`config.mk`:
```
export PLATFORM = sky130hd
export DESIGN_NAME = wdg_guard
export DESIGN_NICKNAME = d
export VERILOG_FILES = /design/src/rtl/wdg_pkg.sv /design/src/rtl/wdg_enable_dec.sv /design/src/rtl/wdg_clear_ctl.sv /design/src/rtl/wdg_prescaler.sv /design/src/rtl/wdg_main_cnt.sv /design/src/rtl/wdg_guard.sv
export SDC_FILE = /design/constraint.sdc
export NUM_CORES = 1
export LEC_CHECK = 0
export ABC_CLOCK_PERIOD_IN_PS = 2000
export BUFFER_PORTS_ARGS = -buffer_cell sky130_fd_sc_hd__buf_2
export CORE_ASPECT_RATIO = 1.4
export CORE_UTILIZATION = 47
export CTS_CLUSTER_SIZE = 30
export DETAILED_ROUTE_END_ITERATION = 10
export GPL_TIMING_DRIVEN = 0
export MAX_ROUTING_LAYER = met4
export PLACE_DENSITY = 0.75
export SYNTH_ARGS = -nofsm -noshare
export SYNTH_HDL_FRONTEND = slang
export SYNTH_SLANG_ARGS = --single-unit
```
`constraint.sdc`:
```
create_clock -name clk -period 2 [get_ports clk]
set_clock_uncertainty 0.1 [all_clocks]
set_input_delay 0 -clock clk [delete_from_list [all_inputs] [get_ports clk]]
set_output_delay 0 -clock clk [all_outputs]
set_load 0.02 [all_outputs]
```
`src/rtl/wdg_pkg.sv`:
```
package wdg_pkg;
  // Memory of the most recent alternate clear strobe
  typedef enum logic [1:0] {
    PAIR_NONE = 2'd0,
    PAIR_A    = 2'd1,
    PAIR_B    = 2'd2
  } pair_last_e;
endpackage

```
`src/rtl/wdg_enable_dec.sv`:
```
module wdg_enable_dec #(
  parameter int unsigned CODE_W = 4,
  parameter logic [CODE_W-1:0] OFF_CODE = 4'b1010
) (
  input  logic              force_on,
  input  logic [CODE_W-1:0] code,
  output logic              run
);
  // Only the exact off code, with no hard enable, stops the watchdog
  always_comb begin
    run = force_on || (code != OFF_CODE);
  end
endmodule

```
`src/rtl/wdg_clear_ctl.sv`:
```
module wdg_clear_ctl
  import wdg_pkg::*;
(
  input  logic clk,
  input  logic por_n,
  input  logic run,
  input  logic pair_mode,
  input  logic ext_rst,
  input  logic halt,
  input  logic clr_single,
  input  logic clr_a,
  input  logic clr_b,
  output logic restart
);
  pair_last_e last_q, last_d;
  logic a_only, b_only, sw_clr;

  always_comb begin
    a_only = clr_a && !clr_b;
    b_only = clr_b && !clr_a;
    if (pair_mode)
      sw_clr = (a_only && last_q == PAIR_B) || (b_only && last_q == PAIR_A);
    else
      sw_clr = clr_single;
    restart = run && (ext_rst || halt || sw_clr);
  end

  always_comb begin
    last_d = last_q;
    if (!run || ext_rst || !pair_mode) last_d = PAIR_NONE;
    else if (a_only)                   last_d = PAIR_A;
    else if (b_only)                   last_d = PAIR_B;
  end

  always_ff @(posedge clk or negedge por_n) begin
    if (!por_n) last_q <= PAIR_NONE;
    else        last_q <= last_d;
  end

  // a repeated first alternate clear never restarts the count
  a_r8_repeat_a_ignored: assert property (@(posedge clk) disable iff (!por_n)
    (run && pair_mode && a_only && last_q == PAIR_A && !ext_rst && !halt) |-> !restart);
  // a repeated second alternate clear never restarts the count
  a_r8_repeat_b_ignored: assert property (@(posedge clk) disable iff (!por_n)
    (run && pair_mode && b_only && last_q == PAIR_B && !ext_rst && !halt) |-> !restart);
  // history is forgotten while stopped
  a_r9_history_drop: assert property (@(posedge clk) disable iff (!por_n)
    !run |=> (last_q == PAIR_NONE));
  // external reset forgets history
  a_r6_ext_forgets: assert property (@(posedge clk) disable iff (!por_n)
    ext_rst |=> (last_q == PAIR_NONE));
endmodule

```
`src/rtl/wdg_prescaler.sv`:
```
module wdg_prescaler #(
  parameter int unsigned SEL_W = 3,
  localparam int unsigned PRE_W = (1 << SEL_W) - 1
) (
  input  logic             clk,
  input  logic             por_n,
  input  logic             run,
  input  logic             restart,
  input  logic [SEL_W-1:0] sel,
  output logic             tick
);
  logic [PRE_W-1:0] pre_q;
  logic [PRE_W-1:0] mask;

  // The low N bits of the mask are ones: a tick every 2^N edges
  for (genvar i = 0; i < PRE_W; i++) begin : g_mask
    assign mask[i] = (int'(sel) > i);
  end

  assign tick = run && !restart && ((pre_q & mask) == mask);

  always_ff @(posedge clk or negedge por_n) begin
    if (!por_n)                pre_q <= '0;
    else if (!run || restart)  pre_q <= '0;
    else                       pre_q <= pre_q + PRE_W'(1);
  end

  // prescaler is parked while stopped
  a_r9_pre_parked: assert property (@(posedge clk) disable iff (!por_n)
    !run |=> (pre_q == '0));
  // a restart zeroes the prescaler
  a_r6_pre_restart: assert property (@(posedge clk) disable iff (!por_n)
    restart |=> (pre_q == '0));
endmodule

```
`src/rtl/wdg_main_cnt.sv`:
```
module wdg_main_cnt #(
  parameter int unsigned MAIN_W = 8
) (
  input  logic clk,
  input  logic por_n,
  input  logic run,
  input  logic restart,
  input  logic tick,
  output logic wrap
);
  logic [MAIN_W-1:0] cnt_q;

  assign wrap = tick && (cnt_q == {MAIN_W{1'b1}});

  always_ff @(posedge clk or negedge por_n) begin
    if (!por_n)               cnt_q <= '0;
    else if (!run || restart) cnt_q <= '0;
    else if (tick)            cnt_q <= cnt_q + MAIN_W'(1);
  end

  // main counter holds zero while stopped
  a_r9_cnt_parked: assert property (@(posedge clk) disable iff (!por_n)
    !run |=> (cnt_q == '0));
  // a restart zeroes the main counter
  a_r6_cnt_restart: assert property (@(posedge clk) disable iff (!por_n)
    restart |=> (cnt_q == '0));
  // the counter never moves without a prescaler tick
  a_r2_step_on_tick: assert property (@(posedge clk) disable iff (!por_n)
    (run && !restart && !tick) |=> $stable(cnt_q));
endmodule

```
`src/rtl/wdg_guard.sv`:
```
module wdg_guard #(
  parameter int unsigned CODE_W = 4,
  parameter logic [CODE_W-1:0] OFF_CODE = 4'b1010,
  parameter int unsigned SEL_W  = 3,
  parameter int unsigned MAIN_W = 8
) (
  input  logic              clk,
  input  logic              por_n,
  input  logic              cfg_force_on,
  input  logic              cfg_pair_mode,
  input  logic [CODE_W-1:0] en_code,
  input  logic [SEL_W-1:0]  div_sel,
  input  logic              sleep,
  input  logic              ext_rst,
  input  logic              halt,
  input  logic              clr_single,
  input  logic              clr_a,
  input  logic              clr_b,
  output logic              rst_req,
  output logic              wake_req,
  output logic              to_flag
);
  logic run, restart, tick, wrap;

  wdg_enable_dec #(.CODE_W(CODE_W), .OFF_CODE(OFF_CODE)) u_en (
    .force_on (cfg_force_on),
    .code     (en_code),
    .run      (run)
  );

  wdg_clear_ctl u_clr (
    .clk        (clk),
    .por_n      (por_n),
    .run        (run),
    .pair_mode  (cfg_pair_mode),
    .ext_rst    (ext_rst),
    .halt       (halt),
    .clr_single (clr_single),
    .clr_a      (clr_a),
    .clr_b      (clr_b),
    .restart    (restart)
  );

  wdg_prescaler #(.SEL_W(SEL_W)) u_pre (
    .clk     (clk),
    .por_n   (por_n),
    .run     (run),
    .restart (restart),
    .sel     (div_sel),
    .tick    (tick)
  );

  wdg_main_cnt #(.MAIN_W(MAIN_W)) u_cnt (
    .clk     (clk),
    .por_n   (por_n),
    .run     (run),
    .restart (restart),
    .tick    (tick),
    .wrap    (wrap)
  );

  always_ff @(posedge clk or negedge por_n) begin
    if (!por_n) begin
      rst_req  <= 1'b0;
      wake_req <= 1'b0;
      to_flag  <= 1'b0;
    end else begin
      rst_req  <= wrap && !sleep;
      wake_req <= wrap && sleep;
      to_flag  <= to_flag || wrap;
    end
  end

  // at most one request at a time
  a_r3_one_request: assert property (@(posedge clk) disable iff (!por_n)
    $onehot0({rst_req, wake_req}));
  // a reset request only follows an awake edge
  a_r3_awake_reset: assert property (@(posedge clk) disable iff (!por_n)
    rst_req |-> !$past(sleep));
  // a wake request only follows a sleeping edge
  a_r4_sleep_wake: assert property (@(posedge clk) disable iff (!por_n)
    wake_req |-> $past(sleep));
  // the reset request is a single-cycle pulse
  a_r3_single_pulse: assert property (@(posedge clk) disable iff (!por_n)
    rst_req |=> !rst_req);
  // the time-out flag is sticky
  a_r5_to_sticky: assert property (@(posedge clk) disable iff (!por_n)
    to_flag |=> to_flag);
  // every request is accompanied by the flag
  a_r5_to_with_req: assert property (@(posedge clk) disable iff (!por_n)
    (rst_req || wake_req) |-> to_flag);
  // a stopped watchdog stays quiet
  a_r1_off_quiet: assert property (@(posedge clk) disable iff (!por_n)
    !run |=> (!rst_req && !wake_req));
endmodule

```
==> summary.md <==
| Metric | Value |
|---|---|
| Initial antenna violation count | 0 |
| Final Instance Area | 1300 sq um |
| Die Span Y | 56.9 um |
| Worst-Margin Slew | 637 ps |
| Violations in the final reports | negative setup slack |
| Async SR Flop Fraction | between 90% and 100% |
| Vias per cell | 5.52 |
| Num rows | 19 |
| Post-Place Cells | approximately 150 |
| Die area | 2350 sq um |
| Final ANT Viol Nets | 0 |
| Sequential fraction of the synthesis area | between 40% and 50% |
| Core Util, Final | about two thirds |
| Port Buf Inserts | 19 |
| WP data arrival | 2140 ps |
| Max IR drop VDD | 390 uV |
| R2R cell count | 6 |
| Routed len/inst | about 13 um |
| H-tree depth | 1 |
| TritonCTS clock tree | yes |
| Post-synth EDFFs | 0 |
| Max Cap Viol | 0 |
| Leakage power | 0.000563 uW |
| Placed cell area | 1140 sq um |
| Area Growth Syn to Fin | 28.7% |
| Setup WS post-layout | -15.6 ps |
| Worst-path clk slew | 100 ps |
| CP cell instances | nand2_1 > o22a_1 > or4_4 > buf_6 > or3_4 > a21oi_2 |
| Fin. Hold Viols | 0 |
| GP Congestion | 0.769 |
| I/O pin cnt | 20 |
| Period minus WS final | 2020 ps |
| Final worst path period share | 101% |
| Max clock buf depth | 2 |
| CTS Buf Count | 3 |
| Non-Filler Instances | 164 |
| Share of layout cells above drive strength 1 | around a quarter |
| Dpl hpwl | between 1000 and 1500 um |
| Clock sinks | 20 |
| Hold Path Depth | 3 |
| Worst hold-check path type | input port to register |
| Core ar. | about 2000 sq um |
| Worst setup path category | register to register |
| Cell Area, Synth | 1010 sq um |
| Largest net degree at the start of global routing | 21 |
| Final Setup Violations | 1 |
| Die width | 41.2 um |
| # diodes | 0 |
| Unrepaired setup endpoints after global routing | yes |
| Final Net Count | 164 |
| Startpoint Class | register |
| F_max | 496 MHz |
| WP data required | around 2100 ps |
| Yosys cell types | 31 |
| DRC Markers | 0 |
| Initial DRC count | 10 |
| Rel. slew slack | 57.2% |
| Hold WS | 42.4 ps |
| Root Buffer | clkbuf_4 |
| Final Slew Violations | 0 |
| Pre-CTS setup slack | -102 ps |
| Post-Syn Nets | 127 |
| Gr usage total | between 20% and 30% |
| Drt pass-1 iters | 4 |
| Total gr overflow | 0 |
| Seq cells post-synth | 20 |
| Setup crit end kind | register |
| Critical path peak fanout | 8 |
| Via count | 905 |
| Synth Area per Inst | 9.37 sq um |
| Outcome | finished, violations left |
| Starting density of the core | 50.7% |
| Synth Flop Type | dfrtp_1 |
| Worst skew pair latency | 300 ps |
| Worst path max stage delay | 510 ps |
| Cells after Synth | 108 |
| Yosys warns | 0 |
| Power per cell area | 519 nW/um^2 |
| Number of global-route vias before repair | a little under 900 |
| CP max-delay cell | or4_4 |
| First-pass GRT wire length | 3590 um |
| Wirelength, routed | 2120 um |
==> cells in the mapped netlist, types with 2 or more instances <==
library cell / number / area share, %
a21oi_1: 11 / 5.4
dfrtp_1: 20 / 49
ha_1: 2 / 2.5
inv_1: 3 / 1.1
nand2_1: 12 / 4.4
nand2b_1: 4 / 2.5
nand3_1: 6 / 3.0
nor2_1: 11 / 4.1
nor3_1: 2 / 0.99
nor4bb_1: 2 / 2.0
o21ai_0: 6 / 3.0
or2_2: 2 / 1.2
or3_1: 5 / 3.1
xnor2_1: 4 / 3.5
xor2_1: 2 / 1.7
==> power breakdown <==
part           switching [uW]  internal, uW  total [uW]
registers                2.50           408         410
clock network             116          70.2         186
logic                    38.6          40.5        79.1
==> per-layer routing <==
metal | part of all wire [%] | track usage (%) | vias to the layer above | wire length [um]
met4 | 0.95 | 4.61 | 0 | 20
met1 | 41 | 26.2 | 439 | 872
met2 | 56 | 36.8 | 11 | 1180
met5 | 0 | - | - | 0
li1 | - | - | 453 | -
met3 | 2.0 | 3.56 | 2 | 42
==> cells in the final DEF, fill, tap and decap left out, types with 2 or more instances in the layout <==
cell type       n
nand2_1        12
dlygate4sd3_1   8
nand3_1         6
buf_4           5
inv_1           3
o21ai_0         2
clkbuf_4        3
dfrtp_1        19
xnor2_1         4
or3_1           4
nor2_1         11
o21ai_1         4
nand2b_1        4
a21oi_2         2
or2_2           2
or4_4           2
nor3_1          2
a21oi_1         9
nor4bb_1        2
buf_2          19
ha_1            2
xor2_1          2
==> per-stage QoR <==
stage               TNS [ps]  power, uW
CTS                    -62.0        678
floorplan                  0        447
global route            -328        705
detailed placement      -286        479
global placement        -139        476
finish                 -15.6        676
==> what timing repair did <==
action,CTS,global route
gates resized for setup,3,7
endpoints found under the hold margin,24,0
pin swaps,8,1
endpoints found under the setup margin,4,8
hold buffers,8,0
setup buffers,4,1
==> kinds of logic after synthesis <==
kind of cell,Yosys count,synth area share (%)
AOI/OAI and AO/OA,22,12.5
xor gates and xnor gates,6,5.19
buffers and inverters,5,1.98
DFF,20,49.4
and+or+nand+nor,53,28.4
adders and majority gates,2,2.47
==> flip-flops by register name (all words and copies together) (netlist names) <==
register and cells:
rst_req 1, to_flag 1, u_clr.last_q 2, u_cnt.cnt_q 8
u_pre.pre_q 7, wake_req 1
==> final timing paths <==
| kind | startpoint | to | slack [ps] |
|---|---|---|---|
| worst max-delay path | u_pre.pre_q[3]$_DFF_PN0_ | u_cnt.cnt_q[5]$_DFFE_PN0P_ | -20 |
| worst max register to register | u_pre.pre_q[3]$_DFF_PN0_ | u_cnt.cnt_q[5]$_DFFE_PN0P_ | -20 |
| worst min-delay path | halt | u_cnt.cnt_q[5]$_DFFE_PN0P_ | 40 |
| worst min register to register | to_flag$_DFF_PN0_ | to_flag$_DFF_PN0_ | 380 |
| min in group asynchronous | por_n | u_cnt.cnt_q[3]$_DFFE_PN0P_ | 70 |
| max in group asynchronous | por_n | u_pre.pre_q[2]$_DFF_PN0_ | 1390 |
==> area by class of cell <==
cell class	instances	area [sq um]
Sequential cell	20	502
Clock buffer	3	22.5
Inverter	3	11.3
Timing Repair Buffer	32	213
Fill cell	177	694
Multi-Input combinational cell	83	513
Buffer	2	15.0
Tap cell	21	26.3
==> worst max-delay path: cells and delay by family (launching register included) <==
| kind | cells | cell delay, ps |
|---|---|---|
| buffers and inverters | 1 | 160 |
| flip-flops | 1 | 440 |
| AO/OA/AOI/OAI | 2 | 320 |
| AND/OR/NAND/NOR | 3 | 910 |
Note: power is estimated with default switching activity, not from simulation.
